[src/rtl/sram_ctrl_pkg.sv]
// Shared types and helpers for the asynchronous SRAM access controller.
// Assumes all timing figures are given in whole nanoseconds.
package sram_ctrl_pkg;

    // Sequencer states; the pin register decodes the next state of these.
    typedef enum logic [2:0] {
        ST_IDLE,
        ST_READ,
        ST_TURN,
        ST_WRITE,
        ST_WEND
    } seq_state_t;

    // Rounds a nanosecond interval up to whole clock cycles, never below one.
    function automatic int ns_to_cycles(input int ns, input int clk_ns);
        int c;
        c = (ns + clk_ns - 1) / clk_ns;
        if (c < 1) c = 1;
        return c;
    endfunction

    // Larger of two integers.
    function automatic int max2(input int a, input int b);
        return (a > b) ? a : b;
    endfunction

endpackage

[src/rtl/sram_pwr_wait.sv]
// Power-up gate: raises pwr_ok once PWR_CYC clock edges have passed after
// reset release. Assumes PWR_CYC >= 1. Holds pwr_ok high until next reset.
module sram_pwr_wait #(
    parameter int PWR_CYC = 250
) (
    input  logic clk,
    input  logic rst_n,
    output logic pwr_ok
);
    localparam int CW = $clog2(PWR_CYC + 1);

    logic [CW-1:0] cnt;

    // Counts edges since reset release and latches completion.
    always_ff @(posedge clk) begin
        if (!rst_n) begin
            cnt    <= '0;
            pwr_ok <= 1'b0;
        end else if (!pwr_ok) begin
            if (cnt == CW'(PWR_CYC - 1)) pwr_ok <= 1'b1;
            else                          cnt    <= cnt + CW'(1);
        end
    end

endmodule

[src/rtl/sram_seq.sv]
// Access sequencer: takes one request at a time, times the read window, the
// post-read float interval, the write strobe and the write-end cycle, and
// captures read data. Assumes every cycle count parameter is >= 1.
module sram_seq
    import sram_ctrl_pkg::*;
#(
    parameter int DATA_W = 4,
    parameter int RD_CYC = 3,
    parameter int WR_LOW = 2,
    parameter int HZ_CYC = 2
) (
    input  logic              clk,
    input  logic              rst_n,
    input  logic              pwr_ok,
    input  logic              req_valid,
    input  logic              req_write,
    input  logic [DATA_W-1:0] dq_in,
    output logic              req_ready,
    output logic              accept,
    output seq_state_t        nxt_state,
    output logic              rsp_done,
    output logic [DATA_W-1:0] rsp_rdata
);
    localparam int CNT_MAX = max2(RD_CYC, max2(WR_LOW, HZ_CYC));
    localparam int CW      = $clog2(CNT_MAX + 1);

    seq_state_t    state;
    logic [CW-1:0] cnt, cnt_nxt;
    logic          read_last;

    // Handshake: ready only when idle and the power-up wait is over.
    always_comb begin
        req_ready = (state == ST_IDLE) && pwr_ok;
        accept    = req_valid && req_ready;
        read_last = (state == ST_READ) && (cnt == CW'(RD_CYC - 1));
    end

    // Next state and interval counter.
    always_comb begin
        nxt_state = state;
        cnt_nxt   = cnt;
        case (state)
            ST_IDLE: begin
                if (accept) begin
                    nxt_state = req_write ? ST_WRITE : ST_READ;
                    cnt_nxt   = '0;
                end
            end
            ST_READ: begin
                if (cnt == CW'(RD_CYC - 1)) begin
                    nxt_state = ST_TURN;
                    cnt_nxt   = '0;
                end else begin
                    cnt_nxt = cnt + CW'(1);
                end
            end
            ST_TURN: begin
                if (cnt == CW'(HZ_CYC - 1)) begin
                    nxt_state = ST_IDLE;
                    cnt_nxt   = '0;
                end else begin
                    cnt_nxt = cnt + CW'(1);
                end
            end
            ST_WRITE: begin
                if (cnt == CW'(WR_LOW - 1)) begin
                    nxt_state = ST_WEND;
                    cnt_nxt   = '0;
                end else begin
                    cnt_nxt = cnt + CW'(1);
                end
            end
            ST_WEND:  nxt_state = ST_IDLE;
            default:  nxt_state = ST_IDLE;
        endcase
    end

    // State and counter registers.
    always_ff @(posedge clk) begin
        if (!rst_n) begin
            state <= ST_IDLE;
            cnt   <= '0;
        end else begin
            state <= nxt_state;
            cnt   <= cnt_nxt;
        end
    end

    // Read capture on the last window cycle, with a one-cycle done pulse.
    always_ff @(posedge clk) begin
        if (!rst_n) begin
            rsp_done  <= 1'b0;
            rsp_rdata <= '0;
        end else begin
            rsp_done <= read_last;
            if (read_last) rsp_rdata <= dq_in;
        end
    end

    AST_ACCEPT_DROPS_READY: assert property (@(posedge clk) disable iff (!rst_n)
        accept |=> !req_ready);
    AST_DONE_ONE_CYCLE: assert property (@(posedge clk) disable iff (!rst_n)
        rsp_done |=> !rsp_done);

endmodule

[src/rtl/sram_pin_reg.sv]
// Pin register: every memory control pin and the bus drive come straight
// from a flop, loaded from the sequencer's next state, so the pins carry no
// decode glitches. Address and write data are latched when a request is taken.
module sram_pin_reg
    import sram_ctrl_pkg::*;
#(
    parameter int ADDR_W = 20,
    parameter int DATA_W = 4
) (
    input  logic              clk,
    input  logic              rst_n,
    input  seq_state_t        nxt_state,
    input  logic              accept,
    input  logic [ADDR_W-1:0] req_addr,
    input  logic [DATA_W-1:0] req_wdata,
    output logic [ADDR_W-1:0] sram_addr,
    output logic              sram_ce_n,
    output logic              sram_oe_n,
    output logic              sram_we_n,
    output logic [DATA_W-1:0] sram_dq_out,
    output logic              sram_dq_oe
);
    logic ce_d, oe_d, we_d, drv_d;

    // Decodes the next state into active-high pin intents.
    always_comb begin
        ce_d  = (nxt_state == ST_READ) || (nxt_state == ST_WRITE) || (nxt_state == ST_WEND);
        oe_d  = (nxt_state == ST_READ);
        we_d  = (nxt_state == ST_WRITE);
        drv_d = (nxt_state == ST_WRITE) || (nxt_state == ST_WEND);
    end

    // Control pins and bus drive enable.
    always_ff @(posedge clk) begin
        if (!rst_n) begin
            sram_ce_n  <= 1'b1;
            sram_oe_n  <= 1'b1;
            sram_we_n  <= 1'b1;
            sram_dq_oe <= 1'b0;
        end else begin
            sram_ce_n  <= !ce_d;
            sram_oe_n  <= !oe_d;
            sram_we_n  <= !we_d;
            sram_dq_oe <= drv_d;
        end
    end

    // Address and write data, held from acceptance until the next request.
    always_ff @(posedge clk) begin
        if (!rst_n) begin
            sram_addr   <= '0;
            sram_dq_out <= '0;
        end else if (accept) begin
            sram_addr   <= req_addr;
            sram_dq_out <= req_wdata;
        end
    end

    AST_DRIVE_NEEDS_OE_HIGH: assert property (@(posedge clk) disable iff (!rst_n)
        sram_dq_oe |-> sram_oe_n);
    AST_WE_INSIDE_CE: assert property (@(posedge clk) disable iff (!rst_n)
        !sram_we_n |-> (!sram_ce_n && sram_oe_n && sram_dq_oe));
    AST_TURNAROUND_FLOAT: assert property (@(posedge clk) disable iff (!rst_n)
        $rose(sram_oe_n) |-> !sram_dq_oe);
    AST_ADDR_STABLE: assert property (@(posedge clk) disable iff (!rst_n)
        (!sram_ce_n && !$past(sram_ce_n)) |-> $stable(sram_addr));

endmodule

[src/rtl/sram_access_ctrl.sv]
// Top of the asynchronous SRAM access controller. Converts nanosecond
// timing parameters to cycle counts and wires the power-up gate, the
// sequencer and the pin register. Assumes the data bus tri-state buffer
// lives outside, controlled by sram_dq_oe.
module sram_access_ctrl
    import sram_ctrl_pkg::*;
#(
    parameter int ADDR_W      = 20,
    parameter int DATA_W      = 4,
    parameter int CLK_NS      = 4,
    parameter int T_AA_NS     = 12,
    parameter int T_RC_NS     = 12,
    parameter int T_WC_NS     = 12,
    parameter int T_PWE_NS    = 8,
    parameter int T_AW_NS     = 8,
    parameter int T_SD_NS     = 6,
    parameter int T_HZOE_NS   = 6,
    parameter int T_PWRUP_NS  = 1000
) (
    input  logic              clk,
    input  logic              rst_n,
    input  logic              req_valid,
    output logic              req_ready,
    input  logic              req_write,
    input  logic [ADDR_W-1:0] req_addr,
    input  logic [DATA_W-1:0] req_wdata,
    output logic              rsp_done,
    output logic [DATA_W-1:0] rsp_rdata,
    output logic [ADDR_W-1:0] sram_addr,
    output logic              sram_ce_n,
    output logic              sram_oe_n,
    output logic              sram_we_n,
    output logic [DATA_W-1:0] sram_dq_out,
    output logic              sram_dq_oe,
    input  logic [DATA_W-1:0] sram_dq_in
);
    localparam int RD_CYC  = max2(ns_to_cycles(T_AA_NS, CLK_NS), ns_to_cycles(T_RC_NS, CLK_NS));
    localparam int WR_LOW  = max2(max2(ns_to_cycles(T_PWE_NS, CLK_NS), ns_to_cycles(T_AW_NS, CLK_NS)),
                                  max2(ns_to_cycles(T_SD_NS, CLK_NS), ns_to_cycles(T_WC_NS, CLK_NS) - 1));
    localparam int HZ_CYC  = ns_to_cycles(T_HZOE_NS, CLK_NS);
    localparam int PWR_CYC = ns_to_cycles(T_PWRUP_NS, CLK_NS);

    logic       pwr_ok;
    logic       accept;
    seq_state_t nxt_state;

    sram_pwr_wait #(.PWR_CYC(PWR_CYC)) u_pwr (
        .clk    (clk),
        .rst_n  (rst_n),
        .pwr_ok (pwr_ok)
    );

    sram_seq #(
        .DATA_W (DATA_W),
        .RD_CYC (RD_CYC),
        .WR_LOW (WR_LOW),
        .HZ_CYC (HZ_CYC)
    ) u_seq (
        .clk       (clk),
        .rst_n     (rst_n),
        .pwr_ok    (pwr_ok),
        .req_valid (req_valid),
        .req_write (req_write),
        .dq_in     (sram_dq_in),
        .req_ready (req_ready),
        .accept    (accept),
        .nxt_state (nxt_state),
        .rsp_done  (rsp_done),
        .rsp_rdata (rsp_rdata)
    );

    sram_pin_reg #(
        .ADDR_W (ADDR_W),
        .DATA_W (DATA_W)
    ) u_pins (
        .clk         (clk),
        .rst_n       (rst_n),
        .nxt_state   (nxt_state),
        .accept      (accept),
        .req_addr    (req_addr),
        .req_wdata   (req_wdata),
        .sram_addr   (sram_addr),
        .sram_ce_n   (sram_ce_n),
        .sram_oe_n   (sram_oe_n),
        .sram_we_n   (sram_we_n),
        .sram_dq_out (sram_dq_out),
        .sram_dq_oe  (sram_dq_oe)
    );

    AST_POWERUP_QUIET: assert property (@(posedge clk) disable iff (!rst_n)
        !pwr_ok |-> sram_ce_n);
    AST_IDLE_DESELECT: assert property (@(posedge clk) disable iff (!rst_n)
        req_ready |-> sram_ce_n);

endmodule

[config.mk]
export PLATFORM = sky130hd
export DESIGN_NAME = sram_access_ctrl
export DESIGN_NICKNAME = d
export VERILOG_FILES = /design/src/rtl/sram_ctrl_pkg.sv /design/src/rtl/sram_pwr_wait.sv /design/src/rtl/sram_seq.sv /design/src/rtl/sram_pin_reg.sv /design/src/rtl/sram_access_ctrl.sv
export SDC_FILE = /design/constraint.sdc
export NUM_CORES = 1
export LEC_CHECK = 0
export BUFFER_PORTS_ARGS = -buffer_cell sky130_fd_sc_hd__buf_4
export CORE_MARGIN = 3
export CORE_UTILIZATION = 47
export CTS_BUF_LIST = sky130_fd_sc_hd__clkbuf_4 sky130_fd_sc_hd__clkbuf_8
export DETAILED_ROUTE_END_ITERATION = 10
export PLACE_DENSITY = 0.83
export SYNTH_ARGS = -nofsm -noshare
export SYNTH_HDL_FRONTEND = slang
export SYNTH_SLANG_ARGS = --single-unit
[constraint.sdc]
create_clock -name clk -period 1.5 [get_ports clk]
set_input_delay 0 -clock clk [delete_from_list [all_inputs] [get_ports clk]]
set_output_delay 0 -clock clk [all_outputs]
set_load 0.01 [all_outputs]
## Yosys cells after proc, flatten, opt, wreduce, memory -nomap -nowiden

Cells that the tools add are included.

| operators by class | value |
|---|---|
| $add $sub $neg | 2 |
| equality and inequality tests | 10 |
| mux-type cells | 12 |
| bitwise gates (word level) | 2 |
| reduce and logical (&&, ||, !) cells | 14 |

Operators by type and width:

| cell | number |
|---|---|
| 2-to-1 mux 3 bit | 4 |
| one-hot mux 3 bit (4 select lines) | 1 |
| == test 3 x 2 -> 1 bit (second input constant) | 3 |
| adder 8 x 1 -> 8 bit (second input constant) | 1 |
| == test 8 bit (second input constant) | 1 |
| 2-to-1 mux 2 bit | 4 |
| == test 3 x 1 -> 1 bit (second input constant) | 2 |
| one-hot mux 2 bit (3 select lines) | 1 |
| AND reduction 2 bit | 2 |
| == test 3 bit (second input constant) | 1 |
| logical AND 1 bit | 3 |
| zero test 1 bit | 3 |
| zero test 3 bit | 1 |
| logical OR 1 bit | 3 |
| nonzero test 3 bit | 1 |
| adder 2 x 1 -> 2 bit (second input constant) | 1 |
| == test 2 x 1 -> 1 bit (second input constant) | 1 |
| == test 2 bit (second input constant) | 1 |
| 2-to-1 mux 1 bit | 2 |
| != test 2 bit (second input constant) | 1 |
| NOT 1 bit | 2 |
| OR reduction 2 bit | 1 |

| word-level totals | value |
|---|---|
| bits in registers | 47 |
| bits of input ports | 32 |
| output and inout bits | 34 |
| word-level logic and storage cells | 52 |

## Longest topological paths before layout

| depth | value |
|---|---|
| word-level depth | 9 |
| mapped depth | 5 |
| mapped depth without buffers | 5 |

## By module

Synthesis repeated with hierarchy kept, for this count alone.

| unflattened totals | value |
|---|---|
| cell total of the unflattened synthesis | 189 |
| area total of the unflattened synthesis | 1,990.7 um^2 |

By module, submodules not included:

| module | times used | cells each | area each (um^2) | sequential area each (um^2) |
|---|---|---|---|---|
| sram_pin_reg | 1 | 87 | 1,057.3 | 560.5 |
| sram_seq | 1 | 55 | 513.0 | 200.2 |
| sram_pwr_wait | 1 | 47 | 420.4 | 180.2 |

## Worst setup path after synthesis

OpenSTA, ideal clock, no wires.

| timing path | value |
|---|---|
| kind | register to register |
| start point | register u_seq.state[2] |
| end point | register u_pins.sram_oe_n |
| setup time | 0.114 ns |
| arrival time | 1.315 ns |
| data required time | 1.386 ns |
| slack | 0.071 ns |
| stages on the path, launching flop included | 6 |
| path buffers | 2 |
| period minus slack after synthesis | 1.429 ns |
| cells stage by stage | dfxtp_1 buf_4 nor4b_4 buf_4 nand4b_1 a21o_1 |

| on the way | value |
|---|---|
| word-level cells in the longest chain between the ends | 7 |
| elaborated cells on any way between the ends | 13 |
| those cells by class | 4 x eq/ne; 5 x mux; 4 x reduce/logical |

Ends and longest elaborated chain:

| item | line | source |
|---|---|---|
| start: declaration | sram_seq.sv:27 | `seq_state_t state;` |
| start signal: assignment | sram_seq.sv:84 | `state <= nxt_state;` |
| zero test 3 bit | sram_seq.sv:33 | `req_ready = (state == ST_IDLE) && pwr_ok;` |
| logical AND 1 bit | sram_seq.sv:33 |  |
| net req_ready | sram_access_ctrl.sv:23 | `output logic req_ready,` |
| logical AND 1 bit | sram_seq.sv:34 | `accept = req_valid && req_ready;` |
| 2-to-1 mux 3 bit | sram_seq.sv:44 | `if (accept) begin` |
| one-hot mux 3 bit (4 select lines) | sram_seq.sv:42 | `case (state)` |
| == test 3 x 1 -> 1 bit | sram_pin_reg.sv:28 | `oe_d = (nxt_state == ST_READ);` |
| zero test 1 bit | sram_pin_reg.sv:42 | `sram_oe_n <= !oe_d;` |
| end signal: assignment | sram_pin_reg.sv:42 |  |
| end: declaration | sram_pin_reg.sv:18 | `output logic sram_oe_n,` |

The timed path passes the listed nets, and every way through them passes these cells.
A chain may end at the register's enable or synchronous reset.

## Final worst setup path

| timing path | value |
|---|---|
| start point | register u_seq.state[1] |
| end point | output port req_ready |

| on the way | value |
|---|---|
| word-level cells in the longest chain between the ends | 2 |

Ends and longest elaborated chain:

| item | line |
|---|---|
| zero test 3 bit | sram_seq.sv:33 |
| logical AND 1 bit | sram_seq.sv:33 |
| end: declaration | sram_access_ctrl.sv:23 |

Every way passes these cells.

==> out/qor.txt <==
POWER
--------------------------------------------------------------------------------------
PD cells                                                                  764.8 nW/um^2
Max rail drop VDD                                                             604.0 uV
Static Leak                                                                   1.256 nW
Total power after layout                                                      2.154 mW

LOGIC SYNTHESIS
--------------------------------------------------------------------------------------
Synthesized area                                                             2123 um^2
Main combinational cell family by area after synthesis                    compound AO/OA/AOI/OAI gates
Multiplexer area fraction after synthesis                                      0.9428%
Fraction of post-synthesis cell area in the top cell type by area               44.31%
Register bit count reported by yosys                                                47
Number of enable-type register cells in the synthesized netlist                      0
Post-Synthesis Mean Instance Area                                           9.232 um^2
Simple-gate portion of the synthesized area                                     21.57%
Number of instances in the synthesized netlist                                     230
Synth Area in Compound Gates                                                    25.93%
Leading register cell type out of synthesis                               sky130_fd_sc_hd__dfxtp_1
Part of the Yosys area used for sequential elements                             44.31%
Area share of fa/ha/maj cells after synthesis                                   1.179%
Post-Synthesis Net Count                                                           264
Syn. warnings                                                                        0
Cell type with the largest total area after synthesis                     sky130_fd_sc_hd__dfxtp_1
Fraction of registers with async set/reset                                          0%
Top cells by area in the synthesized netlist                              sky130_fd_sc_hd__dfxtp_1 44%, sky130_fd_sc_hd__o21a_1 8.8%, sky130_fd_sc_hd__a21boi_0 8.5%
Number of distinct library cells after synthesis                                    40
XOR/XNOR Fraction of Synth Area                                                0.8250%

DRT
--------------------------------------------------------------------------------------
Antenna violation net count after detailed routing                                   0
Starting DRT DRC Count                                                             122
Mean routed wirelength per cell                                               13.14 um
Count of unresolved DRC violations after routing                                     0
Total vias in the final route                                                     1869
Iteration count of the initial detailed-routing pass                                 4
Detailed-route wire length                                                    4.545 mm
Via density per instance                                                         5.402

DIE
--------------------------------------------------------------------------------------
Core Area                                                                    4173 um^2
Overall die width                                                             73.22 um
Die boundary height                                                           73.22 um
Initial core utilization                                                        50.88%
I/O pin cnt                                                                         66
DIE AREA                                                                     5360 um^2
Count of standard-cell rows                                                         23

CLOCKING
--------------------------------------------------------------------------------------
Post_cts resized                                                                     0
Number of hold buffers added after CTS                                               6
Maximum level of the CTS H-tree                                                      2
TritonCTS clock tree                                                              done
Number of buffers added by the clock tree synthesis step                             5
Root buffer cell                                                          sky130_fd_sc_hd__clkbuf_8
Number of buffers between clock root and the deepest sink                            2
Sinks on the clock net                                                              47
Post-CTS Repair Setup Buffers                                                        0
Clk_lat worst skew                                                             0.29 ns
Clock slew at the register clock pins of the worst setup and hold paths        0.08 ns

TIMING
--------------------------------------------------------------------------------------
Final slew viol count                                                                0
Number of endpoints with negative hold slack in the final report                     0
RSZ-0062 raised after global routing                                                no
Setup Skew                                                                 0.004752 ns
Final total negative setup slack                                                  0 ns
Minimum period implied by the final worst setup slack                         1.387 ns
Final setup violating endpoints                                                      0
Peak clock frequency supported by timing                                     720.8 MHz
Max_slew headroom                                                               69.32%
Final Cycle Share                                                               92.48%
Slew at the pin closest to its max-slew limit                                0.4593 ns

PLACE
--------------------------------------------------------------------------------------
Gpl congestion                                                                  0.8166
Number of port buffers                                                              65
DP HPWL                                                                       3.069 mm

WORST HOLD PATH
--------------------------------------------------------------------------------------
Hold Startpoint                                                           req_addr[13]
Hold Path Class                                                                 in2reg

GRT
--------------------------------------------------------------------------------------
Total grt overflow                                                                   0
Largest net degree at the start of global routing                                   55
Via count of the first global-routing pass                                        1734
Tot GR Track Use                                                                17.18%
Initial antenna violation count                                                      0
Wire length of the first global-routing pass                                  7.438 mm

CRITICAL PATH
--------------------------------------------------------------------------------------
Ordered list of cells on the worst path                                   nor4b_4 > buf_12 > buf_4
Arrival time at the worst endpoint                                             1.39 ns
CP Launch Point                                                           u_seq.state[1]
Data required time at the worst endpoint                                       1.50 ns
Worst reg2reg startpoint                                                  u_seq.state[1]
Startpoint types                                                             flip-flop
Worst path max stage delay                                                     0.38 ns
Slowest stage cell on the critical path                                   sky130_fd_sc_hd__dfxtp_1
Class of the most critical setup path                                          reg2out
CP endpoint kind                                                           output port
Maximum fanout along the worst path                                                 51

FINISH
--------------------------------------------------------------------------------------
Post-layout net count                                                              330
Number of diodes                                                                     0
Proportion of layout cells with a drive suffix above 1                          29.05%
Syn-to-layout area delta                                                        32.65%

JOB
--------------------------------------------------------------------------------------
Number of maximum-capacitance constraint violations                                  0

RUN STATUS
--------------------------------------------------------------------------------------
Result of the run                                                         finished, final reports clean

routing by layer:
metal	track usage [%]	vias to the layer above	part of all wire (%)
met5	0	-	0
met4	5.943	0	0.88
met3	6.061	5	7.5
met2	27.90	58	47
met1	20.97	851	45
li1	-	955	-
cell type report:
cell class / instances / area [um^2]
Clock buffer: 6 / 82.58
Multi-Input combinational cell: 157 / 1071
Inverter: 3 / 11.26
Sequential cell: 47 / 940.9
Tap cell: 50 / 62.56
Fill cell: 353 / 1356
Timing Repair Buffer: 82 / 643.1
Clock inverter: 1 / 5.005
metrics by stage:
stage / worst slack, ns / cells / area [um^2] / hold WS (ns) / utilization, %
after floorplan: 0.07147 / 230 / 2123 / 0.1159 / -
after global placement: 0.1955 / 333 / 2669 / 0.2372 / 63.96
after detailed placement: 0.1507 / 333 / 2669 / 0.2410 / 63.96
after CTS: 0.09899 / 346 / 2816 / 0.03202 / 67.50
after global routing: 0.01363 / 346 / 2816 / 0.04391 / 67.50
final: 0.1127 / 346 / 2816 / 0.04122 / 67.50
cells by family after synthesis:
kind of cell	count (synthesis)
AO/OA/AOI/OAI	79
XOR/XNOR	2
adder cells (fa/ha/maj)	2
buffers and inverters	26
flip-flops	47
multiplexers	2
AND/OR/NAND/NOR	72
flip-flops by register name, summed over array words and instances (netlist names):
register / count
u_pins.sram_oe_n: 1
u_pwr.pwr_ok: 1
u_pins.sram_addr: 20
u_pins.sram_we_n: 1
u_pins.sram_ce_n: 1
u_pins.sram_dq_out: 4
u_seq.cnt: 2
u_seq.state: 3
u_pins.sram_dq_oe: 1
u_seq.rsp_rdata: 4
u_pwr.cnt: 8
u_seq.rsp_done: 1
worst max-delay path: cells and delay by family, from the launching register on:
kind                   cells  cell delay, ns
DFF                        1            0.38
and+or+nand+nor            1            0.31
buffers and inverters      2            0.39
cell usage after synthesis, types with 3 or more instances:
cell	instances
sky130_fd_sc_hd__o21a_1	25
sky130_fd_sc_hd__nand2b_1	7
sky130_fd_sc_hd__or3_1	3
sky130_fd_sc_hd__inv_1	3
sky130_fd_sc_hd__nand4b_1	4
sky130_fd_sc_hd__a21boi_0	24
sky130_fd_sc_hd__dfxtp_1	47
sky130_fd_sc_hd__a21oi_1	11
sky130_fd_sc_hd__clkbuf_1	15
sky130_fd_sc_hd__o21ai_0	8
sky130_fd_sc_hd__nand3b_1	4
sky130_fd_sc_hd__clkbuf_2	4
sky130_fd_sc_hd__nand2_1	5
sky130_fd_sc_hd__nand3_1	7
sky130_fd_sc_hd__nor2_1	5
sky130_fd_sc_hd__and3_1	26
cells in the final DEF, fill, tap and decap left out, drive strengths merged, types with 2 or more instances in the layout:
master / count
xor2: 2
a21boi: 24
dfxtp: 47
nand3b: 4
mux2i: 2
o21ai: 8
clkbuf: 6
nand4b: 4
nor3b: 2
nor2: 5
dlygate4sd3: 6
nand2: 5
a21oi: 11
o21a: 25
a21o: 2
buf: 76
nor3: 2
ha: 2
or3: 3
and3: 26
nand3: 7
nand2b: 7
inv: 3
nand4: 2
path summary, 6_finish.rpt:
kind                                to  slack (ns)  cells past startpoint
setup / recovery             req_ready        0.11                      3
hold / removal    u_pins.sram_addr[13]        0.04                      3
hold reg to reg     u_seq.rsp_rdata[2]        0.48                      2
setup reg to reg      u_pins.sram_oe_n        0.14                      4
report_power, final:
group | total, mW | switching (mW) | internal [mW]
Clock | 0.754 | 0.392 | 0.362
Combinational | 0.136 | 0.0586 | 0.0772
Sequential | 1.26 | 0.0105 | 1.25
Total | 2.15 | 0.461 | 1.69
Note: power is estimated with default switching activity, not from simulation.
